## config.mk

```make
export PLATFORM = sky130hd
export DESIGN_NAME = scan_sram_ctrl
export DESIGN_NICKNAME = d
export VERILOG_FILES = /design/src/rtl/scan_sram_pkg.sv /design/src/rtl/scan_frame_reg.sv /design/src/rtl/scan_strobe_gen.sv /design/src/rtl/scan_sram_ctrl.sv
export SDC_FILE = /design/constraint.sdc
export NUM_CORES = 1
export LEC_CHECK = 0
export BUFFER_PORTS_ARGS = -buffer_cell sky130_fd_sc_hd__buf_2
export CAP_MARGIN = 5
export CORE_ASPECT_RATIO = 0.9
export CORE_MARGIN = 2
export CORE_UTILIZATION = 55
export DETAILED_ROUTE_END_ITERATION = 8
export GPL_TIMING_DRIVEN = 1
export PLACE_DENSITY = 0.85
export SLEW_MARGIN = 20
export SYNTH_ARGS = -nofsm -noshare
export SYNTH_HDL_FRONTEND = slang
export SYNTH_SLANG_ARGS = --single-unit
```

## constraint.sdc

```tcl
create_clock -name clk -period 1.2 [get_ports clk]
set_input_delay 0.18 -clock clk [delete_from_list [all_inputs] [get_ports clk]]
set_output_delay 0.18 -clock clk [all_outputs]
set_load 0.02 [all_outputs]
```

## src/rtl/scan_sram_pkg.sv

```systemverilog
package scan_sram_pkg;

    typedef enum logic [1:0] {
        FR_HOLD    = 2'd0,
        FR_SHIFT   = 2'd1,
        FR_CAPTURE = 2'd2
    } fr_op_e;

    // LSB position of port k's section; port 0 sits nearest the top.
    function automatic int port_base(input int k, input int nports, input int pw);
        return (nports - 1 - k) * pw;
    endfunction

endpackage

```

## src/rtl/scan_frame_reg.sv

```systemverilog
module scan_frame_reg
    import scan_sram_pkg::*;
#(
    parameter int              FW      = 112,
    parameter logic [FW-1:0]   RST_VAL = '0
) (
    input  logic          clk,
    input  logic          rst_n,
    input  logic          shift_en,
    input  logic          shift_in,
    input  logic          cap_en,
    input  logic [FW-1:0] cap_mask,
    input  logic [FW-1:0] cap_val,
    output logic [FW-1:0] frame_q
);

    typedef struct packed {
        logic [FW-1:0] frame;
    } frame_st_t;

    frame_st_t st_d, st_q;
    fr_op_e    op;

    always_comb begin
        if (shift_en)    op = FR_SHIFT;
        else if (cap_en) op = FR_CAPTURE;
        else             op = FR_HOLD;

        st_d = st_q;
        case (op)
            FR_SHIFT:   st_d.frame = {st_q.frame[FW-2:0], shift_in};
            FR_CAPTURE: st_d.frame = (st_q.frame & ~cap_mask) | (cap_val & cap_mask);
            default:    st_d = st_q;
        endcase
    end

    always_ff @(posedge clk or negedge rst_n) begin
        if (!rst_n) st_q.frame <= RST_VAL;
        else        st_q       <= st_d;
    end

    assign frame_q = st_q.frame;

    assert_shift_entry_R2: assert property (@(posedge clk) disable iff (!rst_n)
        shift_en |=> frame_q[0] == $past(shift_in));

    assert_shift_order_R10: assert property (@(posedge clk) disable iff (!rst_n)
        shift_en |=> frame_q[FW-1:1] == $past(frame_q[FW-2:0]));

    assert_capture_keeps_R7: assert property (@(posedge clk) disable iff (!rst_n)
        (cap_en && !shift_en) |=> ((frame_q ^ $past(frame_q)) & ~$past(cap_mask)) == '0);

    assert_capture_data_R7: assert property (@(posedge clk) disable iff (!rst_n)
        (cap_en && !shift_en) |=> (frame_q & $past(cap_mask)) == ($past(cap_val) & $past(cap_mask)));

    assert_shift_wins_R8: assert property (@(posedge clk) disable iff (!rst_n)
        (cap_en && shift_en) |=> frame_q[FW-1:1] == $past(frame_q[FW-2:0]));

    assert_hold_R9: assert property (@(posedge clk) disable iff (!rst_n)
        (!shift_en && !cap_en) |=> $stable(frame_q));

endmodule

```

## src/rtl/scan_strobe_gen.sv

```systemverilog
module scan_strobe_gen (
    input  logic clk,
    input  logic rst_n,
    input  logic strobe_n,
    input  logic block,
    output logic fire
);

    typedef struct packed {
        logic strobe;
        logic fire;
    } strobe_st_t;

    strobe_st_t st_d, st_q;

    always_comb begin
        st_d.strobe = strobe_n;
        st_d.fire   = st_q.strobe & ~strobe_n & ~block;
    end

    always_ff @(posedge clk or negedge rst_n) begin
        if (!rst_n) st_q <= '{strobe: 1'b1, fire: 1'b0};
        else        st_q <= st_d;
    end

    assign fire = st_q.fire;

    assert_single_fire_R4: assert property (@(posedge clk) disable iff (!rst_n)
        fire |=> !fire);

    assert_fire_cause_R4: assert property (@(posedge clk) disable iff (!rst_n)
        fire |-> $past(!strobe_n) && $past(!block));

    assert_no_fire_in_scan_R5: assert property (@(posedge clk) disable iff (!rst_n)
        block |=> !fire);

endmodule

```

## src/rtl/scan_sram_ctrl.sv

```systemverilog
module scan_sram_ctrl
    import scan_sram_pkg::*;
#(
    parameter int SEL_W     = 4,
    parameter int ADDR_W    = 16,
    parameter int DATA_W    = 32,
    parameter int MASK_W    = 4,
    parameter int NUM_PORTS = 2
) (
    input  logic                          clk,
    input  logic                          rst_n,
    input  logic                          scan_en,
    input  logic                          scan_in,
    input  logic                          load_en,
    input  logic                          strobe_n,
    output logic                          scan_out,
    output logic [SEL_W-1:0]              bank_sel,
    output logic [NUM_PORTS-1:0]          mem_csn,
    output logic [NUM_PORTS-1:0]          mem_wen,
    output logic [NUM_PORTS*MASK_W-1:0]   mem_wmask,
    output logic [NUM_PORTS*ADDR_W-1:0]   mem_addr,
    output logic [NUM_PORTS*DATA_W-1:0]   mem_wdata,
    input  logic [NUM_PORTS*DATA_W-1:0]   mem_rdata
);

    localparam int PW       = ADDR_W + DATA_W + 2 + MASK_W;
    localparam int FW       = SEL_W + NUM_PORTS * PW;
    localparam int OFF_MASK = 0;
    localparam int OFF_WEN  = MASK_W;
    localparam int OFF_CSN  = MASK_W + 1;
    localparam int OFF_DATA = MASK_W + 2;
    localparam int OFF_ADDR = MASK_W + 2 + DATA_W;

    function automatic logic [FW-1:0] idle_frame();
        logic [FW-1:0] f;
        f = '0;
        for (int k = 0; k < NUM_PORTS; k++) begin
            f[port_base(k, NUM_PORTS, PW) + OFF_WEN] = 1'b1;
            f[port_base(k, NUM_PORTS, PW) + OFF_CSN] = 1'b1;
        end
        return f;
    endfunction

    localparam logic [FW-1:0] IDLE_FRAME = idle_frame();

    logic [FW-1:0] frame_q;
    logic [FW-1:0] cap_mask;
    logic [FW-1:0] cap_val;
    logic          fire;

    always_comb begin
        cap_mask = '0;
        cap_val  = '0;
        for (int k = 0; k < NUM_PORTS; k++) begin
            cap_mask[port_base(k, NUM_PORTS, PW) + OFF_DATA +: DATA_W] = '1;
            cap_val [port_base(k, NUM_PORTS, PW) + OFF_DATA +: DATA_W] =
                mem_rdata[k*DATA_W +: DATA_W];
        end
    end

    scan_frame_reg #(
        .FW      (FW),
        .RST_VAL (IDLE_FRAME)
    ) frame_i (
        .clk      (clk),
        .rst_n    (rst_n),
        .shift_en (scan_en),
        .shift_in (scan_in),
        .cap_en   (load_en),
        .cap_mask (cap_mask),
        .cap_val  (cap_val),
        .frame_q  (frame_q)
    );

    scan_strobe_gen strobe_i (
        .clk      (clk),
        .rst_n    (rst_n),
        .strobe_n (strobe_n),
        .block    (scan_en),
        .fire     (fire)
    );

    assign scan_out = frame_q[FW-1];
    assign bank_sel = frame_q[FW-1 -: SEL_W];

    for (genvar g = 0; g < NUM_PORTS; g++) begin : gen_port
        localparam int BASE = (NUM_PORTS - 1 - g) * PW;
        assign mem_addr [g*ADDR_W +: ADDR_W] = frame_q[BASE + OFF_ADDR +: ADDR_W];
        assign mem_wdata[g*DATA_W +: DATA_W] = frame_q[BASE + OFF_DATA +: DATA_W];
        assign mem_wmask[g*MASK_W +: MASK_W] = frame_q[BASE + OFF_MASK +: MASK_W];
        assign mem_wen  [g]                  = frame_q[BASE + OFF_WEN];
        assign mem_csn  [g]                  = frame_q[BASE + OFF_CSN] | ~fire;
    end

    assert_reset_idle_R1: assert property (@(posedge clk) disable iff (!rst_n)
        $rose(rst_n) |-> mem_csn == '1);

endmodule

```

==> results.sh, run 1 <==
export IMPL_rr_worst_depth=2
export IMPL_synth_cell_area_um2=5705
export IMPL_detailed_place_hpwl_mm=7.980
export IMPL_setup_tns_final_ns=-0.3823
export IMPL_io_buffers=182
export IMPL_core_um2=10160
export IMPL_failing_checks="setup timing"
export IMPL_clock_sinks=114
export IMPL_critical_path_endpoint_type="output pin"
export IMPL_setup_worst_path_class="flip-flop to output pin"
export IMPL_die_h_um=100.6
export IMPL_ant_nets=0
export IMPL_dp_worst_setup_slack_ns=0.1054
export IMPL_place_area_um2=5934
export IMPL_finalClockSkew_ns=0.01306
export IMPL_worst_ep_required_time_ns=1.02
export IMPL_dieArea_um2=11210
export IMPL_synthesis_yosys_warnings=0
export IMPL_syn_num_nets=564
export IMPL_yosysTopAreaCell="dfrtp_1"
export IMPL_crit_arrival_ns=1.19
export IMPL_power_total_mw=14.79
export IMPL_grt_start_max_net_pins=52
export IMPL_detail_route_iter0_violations=206
export IMPL_tightestPinTransition_ns=0.3155
export IMPL_cts_tree="yes"
export IMPL_overall_die_width_um=111.4
export IMPL_all_layer_global_routing_usage_pct=21.42
export IMPL_cts_clk_slew_worst_paths_ns=0.05
export IMPL_timing_hold_worst_class="primary input to flip-flop"
export IMPL_power_leakage_nw=3.491
export IMPL_finalWorstSetupSlack_ns=-0.1677
export IMPL_gp_congestion=0.8030
export IMPL_crit_fanout=2
export IMPL_report_final_hold_viol_count=0
export IMPL_worst_slew_margin_rel_pct=78.97
export IMPL_library_cell_used_as_clock_root_buffer="clkbuf_16"
export IMPL_drt_total_wl_mm=11.87
export IMPL_timing_hold_worst_start="scan_in"
export IMPL_h_tree_levels=4
export IMPL_rows=35
export IMPL_ctsLongestPathBuffers=2
export IMPL_avgRoutedWirePerCell_um=16.35
export IMPL_synth_seq_cells=114
export IMPL_timing_hold_worst_path_depth=2
export IMPL_fin_area_um2=6729
export IMPL_worstReg2RegStart="frame_i.frame_q[37]"
export IMPL_hold_path_endpoint="frame_i.frame_q[0]"
export IMPL_final_nets=654
export IMPL_drive_above_1_share_pct=48.58
export IMPL_cts_buffers=17
export IMPL_filler_cell_count=755
export IMPL_number_of_antenna_violations_at_the_first_check_in_global_routing=0
export IMPL_critical_path_reg2reg_endpoint="frame_i.frame_q[38]"
export IMPL_global_route_wire_length_before_repair_mm=18.75
export IMPL_number_of_global_route_vias_before_repair=3677
export IMPL_synth_cell_type_count=14
export IMPL_synth_area_per_cell_um2=11.55
export IMPL_drv_cap=0
export IMPL_synth_sequential_area_ratio_pct=50.11
export IMPL_floorplan_initialDensity_pct=56.16
export IMPL_reg2reg_slack_ns=0.24
export IMPL_remaining_drc_errors=0
export IMPL_io_pins=183
export IMPL_synthTopCellsByArea="dfrtp_1, buf_4, mux2i_1"
export IMPL_setup_viol=4
export IMPL_period_minus_slack_ns=1.368
export IMPL_status="complete, but fails checks"
export IMPL_routed_via_count=3672
export IMPL_max_clock_freq_mhz=731.2
export IMPL_slew_viol_final=0
export IMPL_area_growth_syn_to_layout_pct=17.94
export IMPL_gr_total_overflow=0
export IMPL_diodes=0
export IMPL_power_per_unit_of_standard_cell_area_nw_per_um2=2197
export IMPL_period_share_pct=114.0
export IMPL_drt_pre_antenna_iters=4
export IMPL_timing_critical_path_from_type="flip-flop"
export IMPL_rsz0062_at_grt="true"
export IMPL_insertion_delay_to_the_later_sink_of_the_worst_skew_pair_ns=0.40
export IMPL_netlist_instances=494
export IMPL_yosysTopAreaCellShare_pct=47.81
export IMPL_irDropWorstVdd_mv=1.509
export IMPL_detailed_route_vias_per_instance=5.058
timing repair:
action	in CTS	in global routing
endpoints found under the setup margin	6	15
hold buffers	2	0
resized for setup	11	11
hold endpoints to repair	113	0
cloned	0	0
buffers inserted	5	8
per-stage QoR:
step	utilization (%)	std cells	hold slack [ns]
final	66.23	726	0.01539
after global routing	66.23	726	0.01160
after CTS	65.32	718	0.01151
after detailed placement	58.41	679	0.09114
after global placement	58.41	679	0.08956
after floorplan	-	494	-0.1156
power by group:
group	internal (mW)	switching, mW	total (mW)	leakage [nW]
combinational	1.80	2.24	4.04	1.78
sequential	4.82	0.749	5.57	1.41
clock	3.46	1.72	5.18	0.295
total	10.1	4.70	14.8	3.49
Yosys cell counts (all sizes together):
library cell	n
buf	132
dfrtp	109
mux2i	64
nand2	64
o21ai	64
mux2	48
clkbuf	5
dfstp	5
nand2b	2
nor3b	1
cell families after synthesis:
group | synth area share [%]
AOI/OAI and AO/OA | 5.614
buffers and inverters | 18.55
muxes | 21.16
DFF | 50.11
and+or+nand+nor | 4.561
placed cells by master (no fill, tap or decap), types with 4 or more instances in the layout:
cell	Yosys	routed
buf_12	0	10
buf_2	9	166
buf_4	110	23
buf_6	7	6
bufinv_16	0	4
clkbuf_1	5	4
clkbuf_16	0	17
clkinv_2	0	4
dfrtp_1	109	108
dfstp_2	5	5
mux2_2	41	41
mux2_4	7	7
mux2i_1	64	64
nand2_1	64	64
o21ai_0	64	64
per-layer routing:
layer | share of wire, % | global-route usage (%)
met1 | 42 | 25.85
met2 | 50 | 36.40
met3 | 6.6 | 7.817
met4 | 0.86 | 6.648
met5 | 0 | 0
registers in the layout (all words and copies together) (netlist names):
name and flops:
frame_i.frame_q 112, strobe_i.st_q 1, strobe_i.fire 1
worst max-delay path, stage by stage (launching register included):
cell and delay [ns]:
dfstp_2 0.54, nand2b_4 0.13, buf_6 0.11
cell type report:
type	instances	area, um2	share of cell area (%)
clock inverter	11	165.2	2.454
sequential	114	2860	42.51
multi-input combinational	243	1803	26.79
clock buffer	21	440.4	6.545
timing repair buffer	208	1299	19.30
tap	129	161.4	2.399
worst max path at each step:
stage          slack, ns  cells after the start                    to                from
2_1_floorplan       0.25                      4  frame_i.frame_q[100]             scan_en
3_3_place_gp        0.16                      3  frame_i.frame_q[105]             scan_en
3_5_place_dp        0.11                      4   frame_i.frame_q[12]             load_en
4_1_cts            -0.18                      2            mem_csn[1]  frame_i.frame_q[5]
5_1_grt            -0.20                      2            mem_csn[1]  frame_i.frame_q[5]
6_report           -0.17                      2            mem_csn[1]  frame_i.frame_q[5]
No activity file was read; power rests on OpenSTA's default activity.
==> inputs of run 2 (changes only) <==
Settings changed: CTS_BUF_LIST set to sky130_fd_sc_hd__clkbuf_16.
==> run 2 against run 1 <==
Compared with the run above:
- the flow still finishes with violations (setup timing)
- non-clock buffer count did not move
- clock skew fell by 0.0035 ns
- cell count did not move
- final area did not move
- largest cell class unchanged
- critical endpoint unchanged
- total power fell by 0.30%
- largest power group unchanged
==> results.sh, run 2 (same netlist as run 1, synthesis figures left out) <==
export IMPL_worst_slew_margin_rel_pct=79.01
export IMPL_power_leakage_nw=3.507
export IMPL_timing_hold_worst_class="primary input to flip-flop"
export IMPL_finalClockSkew_ns=0.009567
export IMPL_gr_total_overflow=0
export IMPL_tightestPinTransition_ns=0.3149
export IMPL_irDropWorstVdd_mv=1.510
export IMPL_mostFrequentLayoutCell="buf_2"
export IMPL_detail_route_iter0_violations=169
export IMPL_setup_viol=4
export IMPL_drt_pre_antenna_iters=6
export IMPL_routed_via_count=3652
export IMPL_place_area_um2=5934
export IMPL_cp_top_family="flip-flops"
export IMPL_floorplan_initialDensity_pct=56.16
export IMPL_drt_total_wl_mm=11.85
export IMPL_library_cell_used_as_clock_root_buffer="clkbuf_16"
export IMPL_crit_arrival_ns=1.18
export IMPL_all_layer_global_routing_usage_pct=21.42
export IMPL_net_sw_power_mw=4.692
export IMPL_largest_register_ffs=112
export IMPL_critical_path_endpoint_type="output pin"
export IMPL_report_final_hold_viol_count=0
export IMPL_cp_startpoint="frame_i.frame_q[5]"
export IMPL_final_nets=654
export IMPL_detailed_route_vias_per_instance=5.030
export IMPL_critical_path_depth=2
export IMPL_comb_power_share_pct=27.4
export IMPL_power_internal_mw=10.05
export IMPL_power_total_mw=14.74
export IMPL_swShare_pct=31.83
export IMPL_crit_fanout=2
export IMPL_rows=35
export IMPL_grt_start_max_net_pins=52
export IMPL_period_share_pct=113.6
export IMPL_slew_viol_final=0
export IMPL_max_clock_freq_mhz=733.3
export IMPL_worst_path_max_delay_cell="dfstp_2"
export IMPL_setup_worst_path_class="flip-flop to output pin"
export IMPL_drv_cap=0
export IMPL_slowest_stage_delay_on_critical_path_ns=0.54
export IMPL_timing_critical_path_from_type="flip-flop"
export IMPL_finalWorstSetupSlack_ns=-0.1638
export IMPL_cts_buffers=17
export IMPL_cts_clk_slew_worst_paths_ns=0.05
export IMPL_drive_above_1_share_pct=48.58
export IMPL_gp_congestion=0.8030
export IMPL_remaining_drc_errors=0
export IMPL_cts_tree="yes"
export IMPL_register_share_of_total_power_pct=37.8
export IMPL_ctsLongestPathBuffers=2
export IMPL_worstReg2RegStart="frame_i.frame_q[37]"
export IMPL_io_buffers=182
export IMPL_overall_die_width_um=111.4
export IMPL_global_route_wire_length_before_repair_mm=18.75
export IMPL_clock_sinks=114
export IMPL_area_growth_syn_to_layout_pct=17.94
export IMPL_insertion_delay_to_the_later_sink_of_the_worst_skew_pair_ns=0.40
export IMPL_h_tree_levels=4
export IMPL_avgRoutedWirePerCell_um=16.32
export IMPL_most_common_layout_cells="buf_2, dfrtp_1, mux2i_1, nand2_1, o21ai_0"
export IMPL_number_of_antenna_violations_at_the_first_check_in_global_routing=0
export IMPL_die_h_um=100.6
export IMPL_status="complete, but fails checks"
export IMPL_core_um2=10160
export IMPL_failing_checks="setup timing"
export IMPL_detailed_place_hpwl_mm=7.980
export IMPL_fin_area_um2=6729
export IMPL_period_minus_slack_ns=1.364
export IMPL_rsz0062_at_grt="true"
export IMPL_reg2reg_slack_ns=0.24
export IMPL_dp_worst_setup_slack_ns=0.1054
export IMPL_io_pins=183
export IMPL_diodes=0
export IMPL_dieArea_um2=11210
export IMPL_power_per_unit_of_standard_cell_area_nw_per_um2=2191
export IMPL_final_core_utilization_pct=66.23
export IMPL_ant_nets=0
export IMPL_clock_power_share_pct=34.8
export IMPL_critPathBufInv=1
export IMPL_number_of_global_route_vias_before_repair=3677
export IMPL_cp_cell_sequence="nand2b_4 -> buf_6"
export IMPL_critical_path_reg2reg_endpoint="frame_i.frame_q[38]"
export IMPL_worst_ep_required_time_ns=1.02
export IMPL_crit_path_end="mem_csn[1]"
export IMPL_rr_worst_depth=2
run 2: cell types whose count changed in the layout (fill, tap and decap cells not counted), sizes merged:
cell / before / now
clkbuf: 22 / 18
inv: 0 / 4
run 2: per-layer routing:
layer / share of wire [%] / GRT usage, % / vias up
met4: 0.77 / 6.648 / 0
li1: - / - / 1734
met5: 0 / 0 / -
met1: 42 / 25.85 / 1777
met3: 6.7 / 7.817 / 8
met2: 50 / 36.40 / 133
run 2: repair_timing:
| action | CTS | global route |
|---|---|---|
| setup buffers | 5 | 8 |
| pin swaps | 0 | 0 |
| endpoints found under the hold margin | 113 | 0 |
| hold buffers | 2 | 0 |
| endpoints found under the setup margin | 6 | 15 |
| gates resized for setup | 11 | 11 |
run 2: area by class of cell:
cell class,instances,area [um2]
fill,755,3431
sequential,114,2860
multi-input combinational,243,1803
timing repair buffer,208,1299
clock buffer,17,425.4
clock inverter,15,180.2
tap,129,161.4
run 2: worst min-delay path by stage:
stage / slack (ns) / startpoint / cells after the start / endpoint
after floorplan: -0.12 / rst_n / 0 / frame_i.frame_q[0]
after global placement: 0.09 / rst_n / 1 / frame_i.frame_q[50]
after CTS: 0.01 / scan_in / 2 / frame_i.frame_q[0]
after global routing: 0.01 / scan_in / 2 / frame_i.frame_q[0]
final: 0.02 / scan_in / 2 / frame_i.frame_q[0]
after detailed placement: 0.09 / rst_n / 1 / frame_i.frame_q[51]
run 2: power groups by stage:
| stage | clock (mW) | combinational [mW] | sequential [mW] |
|---|---|---|---|
| 2_1_floorplan | 0 | 3.67 | 5.38 |
| 5_1_grt | 5.43 | 4.32 | 5.70 |
| 4_1_cts | 5.23 | 3.89 | 5.55 |
| 3_3_place_gp | 0 | 3.60 | 5.52 |
| 3_5_place_dp | 0 | 3.70 | 5.59 |
| 6_report | 5.14 | 4.04 | 5.57 |
run 2: stage by stage:
stage               TNS (ns)  hold WS [ns]  std cells
floorplan                  0       -0.1156        494
global placement           0       0.08956        679
detailed placement         0       0.09114        679
CTS                  -0.4455       0.01151        718
global route         -0.5491       0.01160        726
finish               -0.3636       0.01930        726
==> inputs of run 3 (changes only) <==
Settings changed: CELL_PAD_IN_SITES_DETAIL_PLACEMENT set to 1, CELL_PAD_IN_SITES_GLOBAL_PLACEMENT set to 1, CORE_UTILIZATION 55 to 39, PLACE_DENSITY 0.85 to not set, PLACE_DENSITY_LB_ADDON set to 0.1.
Clock period 1.2 ns to 1.54 ns, I/O delays scaled along.
==> run 3 against run 2 <==
Compared with the run above:
- the flow now finishes without violations
- global-route usage decreased by 4.8 points
- total power decreased by 28%
- flip-flop and latch count unchanged
- register-to-register slack improved by 0.48 ns
- clock power decreased by 34%
- critical path depth unchanged
- die area increased by 39%
- via count decreased by 0.85%
- combinational power decreased by 29%
- critical path type unchanged
- largest cell class unchanged
- highest routed layer is now met5
==> results.sh, run 3 (same netlist as run 1, synthesis figures left out) <==
export IMPL_report_final_hold_viol_count=0
export IMPL_worstReg2RegStart="frame_i.frame_q[37]"
export IMPL_clock_sinks=114
export IMPL_gp_congestion=0.7502
export IMPL_cp_startpoint="frame_i.frame_q[59]"
export IMPL_cts_clk_slew_worst_paths_ns=0.05
export IMPL_avgRoutedWirePerCell_um=15.81
export IMPL_detailed_route_vias_per_instance=4.648
export IMPL_timing_hold_worst_class="primary input to flip-flop"
export IMPL_floorplan_initialDensity_pct=40.30
export IMPL_net_sw_power_mw=3.496
export IMPL_global_route_wire_length_before_repair_mm=20.30
export IMPL_power_leakage_nw=3.368
export IMPL_all_layer_global_routing_usage_pct=16.58
export IMPL_ant_nets=0
export IMPL_largest_register_ffs=112
export IMPL_final_nets=643
export IMPL_routed_via_count=3621
export IMPL_remaining_drc_errors=0
export IMPL_number_of_antenna_violations_at_the_first_check_in_global_routing=1
export IMPL_most_common_layout_cells="buf_2, dfrtp_1, mux2i_1, nand2_1, o21ai_0"
export IMPL_critical_path_endpoint_type="output pin"
export IMPL_crit_arrival_ns=1.25
export IMPL_period_share_pct=95.92
export IMPL_comb_power_share_pct=27.0
export IMPL_drive_above_1_share_pct=45.90
export IMPL_tightestPinTransition_ns=0.4768
export IMPL_worst_ep_required_time_ns=1.31
export IMPL_insertion_delay_to_the_later_sink_of_the_worst_skew_pair_ns=0.41
export IMPL_area_growth_syn_to_layout_pct=14.32
export IMPL_gr_total_overflow=0
export IMPL_overall_die_width_um=131.5
export IMPL_core_um2=14160
export IMPL_period_minus_slack_ns=1.477
export IMPL_drt_pre_antenna_iters=4
export IMPL_slew_viol_final=0
export IMPL_drt_total_wl_mm=12.31
export IMPL_ctsLongestPathBuffers=2
export IMPL_mostFrequentLayoutCell="buf_2"
export IMPL_irDropWorstVdd_mv=0.8305
export IMPL_rows=41
export IMPL_reg2reg_slack_ns=0.72
export IMPL_detailed_place_hpwl_mm=8.825
export IMPL_h_tree_levels=4
export IMPL_rsz0062_at_grt="false"
export IMPL_setup_worst_path_class="flip-flop to output pin"
export IMPL_filler_cell_count=1600
export IMPL_postCtsSetupRepairBufs=0
export IMPL_cts_buffers=17
export IMPL_final_core_utilization_pct=46.07
export IMPL_dieArea_um2=15610
export IMPL_timing_critical_path_from_type="flip-flop"
export IMPL_drv_cap=0
export IMPL_max_clock_freq_mhz=677.0
export IMPL_library_cell_used_as_clock_root_buffer="clkbuf_16"
export IMPL_swShare_pct=33.05
export IMPL_grt_start_max_net_pins=62
export IMPL_timing_hold_worst_start="scan_in"
export IMPL_power_internal_mw=7.084
export IMPL_cts_tree="yes"
export IMPL_status="complete, no violations"
export IMPL_clock_power_share_pct=32.2
export IMPL_die_h_um=118.7
export IMPL_finalClockSkew_ns=0.006185
export IMPL_number_of_global_route_vias_before_repair=3927
export IMPL_crit_fanout=3
export IMPL_power_per_unit_of_standard_cell_area_nw_per_um2=1622
export IMPL_io_pins=183
export IMPL_register_share_of_total_power_pct=40.8
export IMPL_detail_route_iter0_violations=146
export IMPL_setup_viol=0
export IMPL_setup_tns_final_ns=0
export IMPL_diodes=0
export IMPL_io_buffers=182
export IMPL_worst_slew_margin_rel_pct=68.22
export IMPL_hold_ws_ns=0.05576
-- run 3: worst paths after layout --
kind,endpoint,depth (start not counted)
worst max-delay path,mem_csn[0],2
worst min-delay path,frame_i.frame_q[0],2
worst max register to register,frame_i.frame_q[38],1
worst min register to register,frame_i.frame_q[20],2
max in group asynchronous,frame_i.frame_q[58],3
min in group asynchronous,frame_i.frame_q[69],2
-- run 3: layer usage --
layer,part of all wire (%),GRT usage [%],vias up
met5,0.11,0,-
met4,1.6,6.046,2
met3,7.4,7.164,21
met2,45,25.20,120
met1,46,21.02,1761
li1,-,-,1717
-- run 3: cell type report --
class                           instances  area [um2]  area share, %
Sequential cell                       114        2859          43.83
Multi-Input combinational cell        243        1788          27.41
Timing Repair Buffer                  197        1117          17.13
Clock buffer                           17       425.4          6.522
Tap cell                              193       241.5          3.702
Clock inverter                         15       91.34          1.400
-- run 3: timing repair --
item                                   in CTS  in global routing
resized for setup                           0                  1
hold buffers                                2                  0
endpoints found under the hold margin      22                  0
setup endpoints to repair                   0                  1
-- run 3: stage by stage --
| stage | cells | setup WS, ns | instance area [um2] | power, mW |
|---|---|---|---|---|
| floorplan | 494 | 0.5341 | 5705 | 7.051 |
| global placement | 745 | 0.3471 | 5983 | 7.184 |
| detailed placement | 745 | 0.2912 | 5983 | 7.261 |
| CTS | 779 | 0.03689 | 6520 | 10.77 |
| global route | 779 | 0.008726 | 6523 | 11.19 |
| finish | 779 | 0.06291 | 6523 | 10.58 |
-- run 3: worst max-delay path, cell delays in order (launching register included) --
cell and delay (ns):
dfstp_2 0.56, nand2b_1 0.11, clkbuf_4 0.17
-- run 3: power groups by stage --
stage / Combinational (mW) / Clock (mW) / Sequential [mW]
after detailed placement: 2.90 / 0 / 4.36
after global routing: 3.08 / 3.67 / 4.44
after CTS: 2.91 / 3.53 / 4.33
final: 2.85 / 3.41 / 4.32
after global placement: 2.86 / 0 / 4.33
after floorplan: 2.86 / 0 / 4.19
